$ cat src/rtl/tmr_pkg.sv
package tmr_pkg;
    typedef enum logic [1:0] {
        ST_OFF  = 2'b00,
        ST_RUN  = 2'b01,
        ST_HELD = 2'b10
    } tmr_state_e;

    localparam int ADDR_W = 5;
    localparam logic [ADDR_W-1:0] ADR_CNT_HI  = 5'h00;
    localparam logic [ADDR_W-1:0] ADR_CNT_LO  = 5'h01;
    localparam logic [ADDR_W-1:0] ADR_CTRL    = 5'h02;
    localparam logic [ADDR_W-1:0] ADR_OVF     = 5'h03;
    localparam logic [ADDR_W-1:0] ADR_CHF     = 5'h04;
    localparam logic [ADDR_W-1:0] ADR_CH_BASE = 5'h10;

    localparam int CB_EN    = 0;
    localparam int CB_SWAIT = 1;
    localparam int CB_SDBG  = 2;
    localparam int CB_FAST  = 3;
    localparam int CTRL_W   = 4;
endpackage

$ cat src/rtl/tmr_run_fsm.sv
module tmr_run_fsm
    import tmr_pkg::*;
(
    input  logic       clk,
    input  logic       rst_n,
    input  logic       en,
    input  logic       stop_wait,
    input  logic       stop_dbg,
    input  logic       wait_mode,
    input  logic       dbg_mode,
    output tmr_state_e state_o,
    output logic       run_o
);
    tmr_state_e state_q, state_d;
    logic       halt;

    assign halt = (stop_wait && wait_mode) || (stop_dbg && dbg_mode);

    always_ff @(posedge clk or negedge rst_n) begin
        if (!rst_n) state_q <= ST_OFF;
        else        state_q <= state_d;
    end

    always_comb begin
        state_d = state_q;
        unique case (state_q)
            ST_OFF:  if (en) state_d = halt ? ST_HELD : ST_RUN;
            ST_RUN:  if (!en) state_d = ST_OFF;
                     else if (halt) state_d = ST_HELD;
            ST_HELD: if (!en) state_d = ST_OFF;
                     else if (!halt) state_d = ST_RUN;
            default: state_d = ST_OFF;
        endcase
    end

    always_comb begin
        state_o = state_q;
        run_o   = (state_q == ST_RUN);
    end

    a_r2_off_when_disabled: assert property (@(posedge clk) disable iff (!rst_n)
        !en |=> state_q == ST_OFF);
    a_r3_wait_halts: assert property (@(posedge clk) disable iff (!rst_n)
        en && stop_wait && wait_mode |=> state_q == ST_HELD);
    a_r4_dbg_halts: assert property (@(posedge clk) disable iff (!rst_n)
        en && stop_dbg && dbg_mode |=> state_q == ST_HELD);
endmodule

$ cat src/rtl/tmr_counter.sv
module tmr_counter #(
    parameter int CNT_W = 16,
    parameter int DIV_W = 6
) (
    input  logic             clk,
    input  logic             rst_n,
    input  logic             run,
    input  logic             tick,
    input  logic             wr_hi,
    input  logic             wr_lo,
    input  logic [CNT_W-1:0] wdata,
    output logic [CNT_W-1:0] cnt,
    output logic             wrap,
    output logic             pa_tick
);
    localparam int HALF = CNT_W / 2;

    logic [CNT_W-1:0] cnt_q;
    logic [DIV_W-1:0] div_q;
    logic             any_wr, step;

    assign any_wr = wr_hi || wr_lo;
    assign step   = run && tick && !any_wr;

    always_ff @(posedge clk or negedge rst_n) begin
        if (!rst_n) begin
            cnt_q <= '0;
        end else if (any_wr) begin
            if (wr_hi) cnt_q[CNT_W-1:HALF] <= wdata[CNT_W-1:HALF];
            if (wr_lo) cnt_q[HALF-1:0]     <= wdata[HALF-1:0];
        end else if (step) begin
            cnt_q <= cnt_q + 1'b1;
        end
    end

    always_ff @(posedge clk or negedge rst_n) begin
        if (!rst_n)   div_q <= '0;
        else if (run) div_q <= div_q + 1'b1;
    end

    always_comb begin
        cnt     = cnt_q;
        wrap    = step && (&cnt_q);
        pa_tick = run && (&div_q);
    end

    a_r2_counts: assert property (@(posedge clk) disable iff (!rst_n)
        step |=> cnt_q == CNT_W'($past(cnt_q) + 1'b1));
    a_r2_holds: assert property (@(posedge clk) disable iff (!rst_n)
        !(run && tick) && !any_wr |=> $stable(cnt_q));
    a_r11_div_frozen: assert property (@(posedge clk) disable iff (!rst_n)
        !run |=> $stable(div_q));
    a_r11_div_restarts: assert property (@(posedge clk) disable iff (!rst_n)
        pa_tick |=> div_q == '0);
endmodule

$ cat src/rtl/tmr_flags.sv
module tmr_flags #(
    parameter int NCH = 8
) (
    input  logic           clk,
    input  logic           rst_n,
    input  logic           wrap,
    input  logic           ovf_clr,
    input  logic [NCH-1:0] ch_evt,
    input  logic [NCH-1:0] ch_clr,
    output logic           ovf,
    output logic [NCH-1:0] chf
);
    logic           ovf_q;
    logic [NCH-1:0] chf_q;

    always_ff @(posedge clk or negedge rst_n) begin
        if (!rst_n) begin
            ovf_q <= 1'b0;
            chf_q <= '0;
        end else begin
            ovf_q <= wrap || (ovf_q && !ovf_clr);
            chf_q <= ch_evt | (chf_q & ~ch_clr);
        end
    end

    always_comb begin
        ovf = ovf_q;
        chf = chf_q;
    end

    a_r6_wrap_sets: assert property (@(posedge clk) disable iff (!rst_n)
        wrap |=> ovf_q);
    a_r7_ovf_sticky: assert property (@(posedge clk) disable iff (!rst_n)
        ovf_q && !ovf_clr |=> ovf_q);
    a_r7_ch_sticky: assert property (@(posedge clk) disable iff (!rst_n)
        ch_clr == '0 |=> (chf_q & $past(chf_q)) == $past(chf_q));
    a_r7_event_wins: assert property (@(posedge clk) disable iff (!rst_n)
        ch_evt != '0 |=> (chf_q & $past(ch_evt)) == $past(ch_evt));
endmodule

$ cat src/rtl/tmr_fastclr_timer.sv
module tmr_fastclr_timer
    import tmr_pkg::*;
#(
    parameter int CNT_W = 16,
    parameter int NCH   = 8,
    parameter int DIV_W = 6
) (
    input  logic              clk,
    input  logic              rst_n,
    input  logic              bus_en,
    input  logic              bus_we,
    input  logic              bus_word,
    input  logic [ADDR_W-1:0] bus_addr,
    input  logic [CNT_W-1:0]  bus_wdata,
    output logic [CNT_W-1:0]  bus_rdata,
    input  logic              special_mode,
    input  logic              wait_mode,
    input  logic              dbg_mode,
    input  logic              presc_tick,
    input  logic [NCH-1:0]    ch_event,
    input  logic [NCH-1:0]    ch_is_capture,
    output logic              ovf_flag,
    output logic [NCH-1:0]    ch_flag,
    output logic              pa_tick
);
    localparam int HALF = CNT_W / 2;

    logic [CTRL_W-1:0] ctrl_q;
    tmr_state_e        state;
    logic              run, wrap, ovf, ovf_clr, fast;
    logic              at_hi, at_lo, cnt_acc, wr_hi, wr_lo;
    logic [CNT_W-1:0]  cnt, cnt_wd;
    logic [NCH-1:0]    chf, ch_clr;

    assign fast    = ctrl_q[CB_FAST];
    assign at_hi   = bus_en && (bus_addr == ADR_CNT_HI);
    assign at_lo   = bus_en && (bus_addr == ADR_CNT_LO);
    assign cnt_acc = at_hi || at_lo;
    assign wr_hi   = at_hi && bus_we && special_mode;
    assign wr_lo   = bus_we && special_mode && (at_lo || (at_hi && bus_word));
    assign cnt_wd  = (at_hi && bus_word) ? bus_wdata
                                         : {bus_wdata[HALF-1:0], bus_wdata[HALF-1:0]};

    always_ff @(posedge clk or negedge rst_n) begin
        if (!rst_n)
            ctrl_q <= '0;
        else if (bus_en && bus_we && bus_addr == ADR_CTRL)
            ctrl_q <= bus_wdata[CTRL_W-1:0];
    end

    assign ovf_clr = (bus_en && bus_we && bus_addr == ADR_OVF && bus_wdata[0])
                   || (fast && cnt_acc);

    for (genvar i = 0; i < NCH; i++) begin : g_chclr
        logic hit;
        assign hit = bus_en && (bus_addr == ADR_CH_BASE + ADDR_W'(i));
        assign ch_clr[i] = (bus_en && bus_we && bus_addr == ADR_CHF && bus_wdata[i])
                         || (fast && hit && (ch_is_capture[i] ? !bus_we : bus_we));
    end

    tmr_run_fsm u_fsm (
        .clk       (clk),
        .rst_n     (rst_n),
        .en        (ctrl_q[CB_EN]),
        .stop_wait (ctrl_q[CB_SWAIT]),
        .stop_dbg  (ctrl_q[CB_SDBG]),
        .wait_mode (wait_mode),
        .dbg_mode  (dbg_mode),
        .state_o   (state),
        .run_o     (run)
    );

    tmr_counter #(.CNT_W(CNT_W), .DIV_W(DIV_W)) u_cnt (
        .clk     (clk),
        .rst_n   (rst_n),
        .run     (run),
        .tick    (presc_tick),
        .wr_hi   (wr_hi),
        .wr_lo   (wr_lo),
        .wdata   (cnt_wd),
        .cnt     (cnt),
        .wrap    (wrap),
        .pa_tick (pa_tick)
    );

    tmr_flags #(.NCH(NCH)) u_flags (
        .clk     (clk),
        .rst_n   (rst_n),
        .wrap    (wrap),
        .ovf_clr (ovf_clr),
        .ch_evt  (ch_event),
        .ch_clr  (ch_clr),
        .ovf     (ovf),
        .chf     (chf)
    );

    always_comb begin
        bus_rdata = '0;
        unique case (bus_addr)
            ADR_CNT_HI: bus_rdata = bus_word ? cnt : CNT_W'(cnt[CNT_W-1:HALF]);
            ADR_CNT_LO: bus_rdata = CNT_W'(cnt[HALF-1:0]);
            ADR_CTRL:   bus_rdata = CNT_W'(ctrl_q);
            ADR_OVF:    bus_rdata = CNT_W'(ovf);
            ADR_CHF:    bus_rdata = CNT_W'(chf);
            default:    bus_rdata = '0;
        endcase
        ovf_flag = ovf;
        ch_flag  = chf;
    end

    a_r5_no_write_normal: assert property (@(posedge clk) disable iff (!rst_n)
        bus_en && bus_we && !special_mode && !run |=> $stable(cnt));
    a_r8_fast_clears_ovf: assert property (@(posedge clk) disable iff (!rst_n)
        fast && cnt_acc && !wrap |=> !ovf);
    a_r10_slow_keeps_ovf: assert property (@(posedge clk) disable iff (!rst_n)
        ovf && !fast && cnt_acc |=> ovf);
    a_r1_off_after_reset: assert property (@(posedge clk) disable iff (!rst_n)
        ctrl_q[CB_EN] == 1'b0 |=> state == ST_OFF);
endmodule

$ cat config.mk
export PLATFORM = sky130hd
export DESIGN_NAME = tmr_fastclr_timer
export DESIGN_NICKNAME = d
export VERILOG_FILES = /design/src/rtl/tmr_pkg.sv /design/src/rtl/tmr_run_fsm.sv /design/src/rtl/tmr_counter.sv /design/src/rtl/tmr_flags.sv /design/src/rtl/tmr_fastclr_timer.sv
export SDC_FILE = /design/constraint.sdc
export NUM_CORES = 1
export LEC_CHECK = 0
export BUFFER_PORTS_ARGS = -buffer_cell sky130_fd_sc_hd__buf_2
export CAP_MARGIN = 20
export CORE_MARGIN = 1.5
export CORE_UTILIZATION = 38
export CTS_CLUSTER_SIZE = 8
export DETAILED_ROUTE_END_ITERATION = 7
export GPL_TIMING_DRIVEN = 0
export SLEW_MARGIN = 10
export SYNTH_ARGS = -nofsm -noshare
export SYNTH_HDL_FRONTEND = slang
export SYNTH_SLANG_ARGS = --single-unit
$ cat constraint.sdc
create_clock -name clk -period 4.79 [get_ports clk]
set_input_delay 0.479 -clock clk [delete_from_list [all_inputs] [get_ports clk]]
set_output_delay 0.479 -clock clk [all_outputs]
set_load 0.02 [all_outputs]
==> flow_summary_export.csv <==
group,metric,value,unit
run_status,status,"completed",
logic_synthesis,synth_mux_area_share,4.96,%
setup_path,critPathArrivalTime,2.33,ns
drt,vias,2507,
drt,drt-wirelength-per-cell,18.0,um
cts,cts_made_buffers,5,
drt,drc_errors,0,
logic_synthesis,synth_top_family_by_area,"simple AND/OR/NAND/NOR gates",
cts,clk_pin_slew,0.08,ns
global_routing,grt_max_degree,38,
cts,cts_root_buf,"clkbuf_8",
setup_path,worstSetupPathType,"input port to output port",
logic_synthesis,async_reset_ff_share,100,%
sta,worst_slew_pin_slew,0.886,ns
setup_path,cp_common_cell,"buf_2",
logic_synthesis,seq_area_frac_synth,38.3,%
logic_synthesis,synth_ff_type,"dfrtp_1",
placement,place_congestion,0.879,
min_path,hp-class,"input port to asynchronous set/reset pin",
cts,insertion_delay,0.29,ns
die,coreArea,0.00603,mm^2
finish,stdcell_count,431,
sta,slew_violations,0,
global_routing,track_usage,22.8,%
finish,area_delta_synth_final,23.8,%
setup_path,cp_max_fo,10,
logic_synthesis,yosys.area_share.simple,24.3,%
cts,post_cts_buffers,0,
placement,port_buffers,71,
global_routing,grt_pass1_wl,12.6,mm
sta,hold_viol,0,
setup_path,worst-path-buf-inv,4,
logic_synthesis,yosysUniqueCellTypes,54,
sta,slew_headroom,40.9,%
finish,finish.utilization,49.7,%
drt,first_pass_iters,4,
cts,cts_tree,"done",
setup_path,cp_slowest_cell,"nor3_1",
placement,placedCellCount,423,
drt,routed_via_density,5.82,
drt,drt_wl_total,7.76,mm
die,dieArea,0.00686,mm^2
logic_synthesis,syn_nets,325,
logic_synthesis,synthXorXnorAreaFrac,4.71,%
setup_path,worstPathCellList,"buf_2, clkbuf_1, buf_1, nor3_1, a22oi_1, o21ai_0, buf_2",
global_routing,grt_pass1_vias,2421,
sta,hold_slack,0.302,ns
setup_path,startpoint_type,"input port",
finish,nets,403,
power,p_leak,1.33,nW
global_routing,grt_remaining_overflow,0,
drt,postRouteAntennaNets,0,
sta,finalCriticalPeriod,2.80,ns
setup_path,crit_path_end_kind,"output port",
die,io_pins,72,
finish,layout-drive-gt1-share,31.7,%
logic_synthesis,synthAdderAreaFrac,1.03,%
logic_synthesis,synth-seq-cells,37,
flow_run,maxCapViolations,0,
drt,drt_iter0_markers,247,
die,placementRows,28,
die,die_h,82.8,um
sta,skew,0.00732,ns
die,die_w,82.8,um
logic_synthesis,syn_inst,277,
logic_synthesis,synth-compound-area-share,22.6,%
cts,postCtsResizedCells,0,
cts,clk_path_buf_depth,2,
logic_synthesis,ys_warn_count,0,
cts,cts_hold_buf,0,
setup_path,crit_path_max_incr_delay,0.70,ns
setup_path,critPathTopFamily,"buffers and inverters",
finish,antennaDiodeCount,0,
finish,fillers,640,
placement,post-dp-hpwl,5.86,mm
die,start_util,40.2,%
logic_synthesis,syn_avg_cell_area,8.74,um^2
global_routing,antenna_found_initial,0,
power,power_density,293,mW/mm^2
cts,h-tree-depth,2,
power,worst_ir_drop_vdd,0.000264,V
setup_path,crit_required,4.31,ns
cts,clock-sinks,37,
sta,finalCritPeriodShare,58.6,%
sta,final.setup.tns,0,ns
sta,rsz0062_at_grt,"false",
logic_synthesis,syn_area,0.00242,mm^2
sta,fmax,357,MHz
logic_synthesis,synth_edf_count,0,
sta,final-setup-viol-count,0,
cell usage in the layout, fill, tap and decap left out, types with 4 or more instances in the layout:
master     n
inv_1      6
a31o_2     9
mux2_2     8
a21oi_1   26
xor2_1    10
and2_1     8
nand2_1   33
a22oi_1    6
o21ai_0   16
nor2b_1    6
clkbuf_8   6
nand4_1    8
nor2_1    16
a222oi_1   4
clkbuf_1   8
and3_1     5
buf_2     74
nand3_1   15
dfrtp_1   37
cell usage after synthesis (6+ instances only):
cell | n | area share (%)
a21oi_1 | 26 | 5.4
a22oi_1 | 6 | 1.9
a31o_2 | 9 | 3.3
and2_1 | 8 | 2.1
clkbuf_1 | 8 | 1.2
dfrtp_1 | 37 | 38
inv_1 | 6 | 0.93
mux2_2 | 8 | 3.7
nand2_1 | 33 | 5.1
nand3_1 | 15 | 3.1
nand4_1 | 8 | 2.1
nor2_1 | 16 | 2.5
nor2b_1 | 6 | 1.6
o21ai_0 | 16 | 3.3
xor2_1 | 10 | 3.6
report_power, final:
group          leakage, nW  switching (W)  internal [W]
registers            0.453      0.0000551      0.000357
clock network       0.0574       0.000118      0.000169
logic                0.818      0.0000956     0.0000826
total                 1.33       0.000269      0.000608
cells by family (layout without fill, tap and decap cells):
kind of cell,Yosys count,in the layout
xor+xnor,13,13
compound gates,81,81
fa+ha+maj,2,2
simple gates,112,112
buf+inv,21,100
mux,11,11
flops,37,37
sequential cells by signal, summed over array words and instances (netlist names):
register / count
ctrl_q: 4
u_flags.ovf: 1
u_cnt.div_q: 6
u_flags.chf: 8
u_fsm.state_o: 2
u_cnt.cnt: 16
through the flow:
stage / setup WS (ns) / total power [W] / instance area [um^2]
final: 1.99 / 0.000878 / 3000
after global routing: 1.96 / 0.000930 / 3000
after CTS: 1.77 / 0.000883 / 2990
after detailed placement: 1.77 / 0.000595 / 2870
after global placement: 1.79 / 0.000591 / 2870
after floorplan: 2.45 / 0.000520 / 2420
area by class of cell:
cell class / count / area [um^2] / area share, %
multi-input cells: 219 / 1400 / 46.7
flip-flops and latches: 37 / 926 / 30.9
repair buffers: 71 / 355 / 11.9
well taps: 75 / 93.8 / 3.13
clock buffers: 6 / 82.6 / 2.76
plain buffers: 15 / 78.8 / 2.63
clock inverters: 2 / 37.5 / 1.25
inverters: 6 / 22.5 / 0.752
routing by layer:
layer | vias to the layer above | track usage [%] | wire (um)
met3 | 8 | 4.08 | 461
met2 | 83 | 36.7 | 3650
met4 | 0 | 5.15 | 91
met5 | - | 0 | 0
met1 | 1231 | 32.0 | 3560
li1 | 1185 | - | -
worst paths after layout:
check / from / endpoint / slack (ns) / cells past startpoint
worst max register to register: u_cnt.cnt[0]$_DFFE_PN0P_ / u_cnt.cnt[12]$_DFFE_PN0P_ / 2.64 / 5
min in group clk: ch_event[2] / u_flags.chf[2]$_DFF_PN0_ / 0.37 / 2
worst min-delay path: rst_n / u_cnt.div_q[1]$_DFFE_PN0P_ / 0.30 / 1
worst max-delay path: bus_addr[1] / bus_rdata[0] / 1.99 / 7
worst min register to register: u_cnt.div_q[5]$_DFFE_PN0P_ / u_cnt.div_q[5]$_DFFE_PN0P_ / 0.50 / 1
max in group asynchronous: rst_n / u_cnt.cnt[3]$_DFFE_PN0P_ / 3.92 / 1
(Power assumes the default switching activity.)
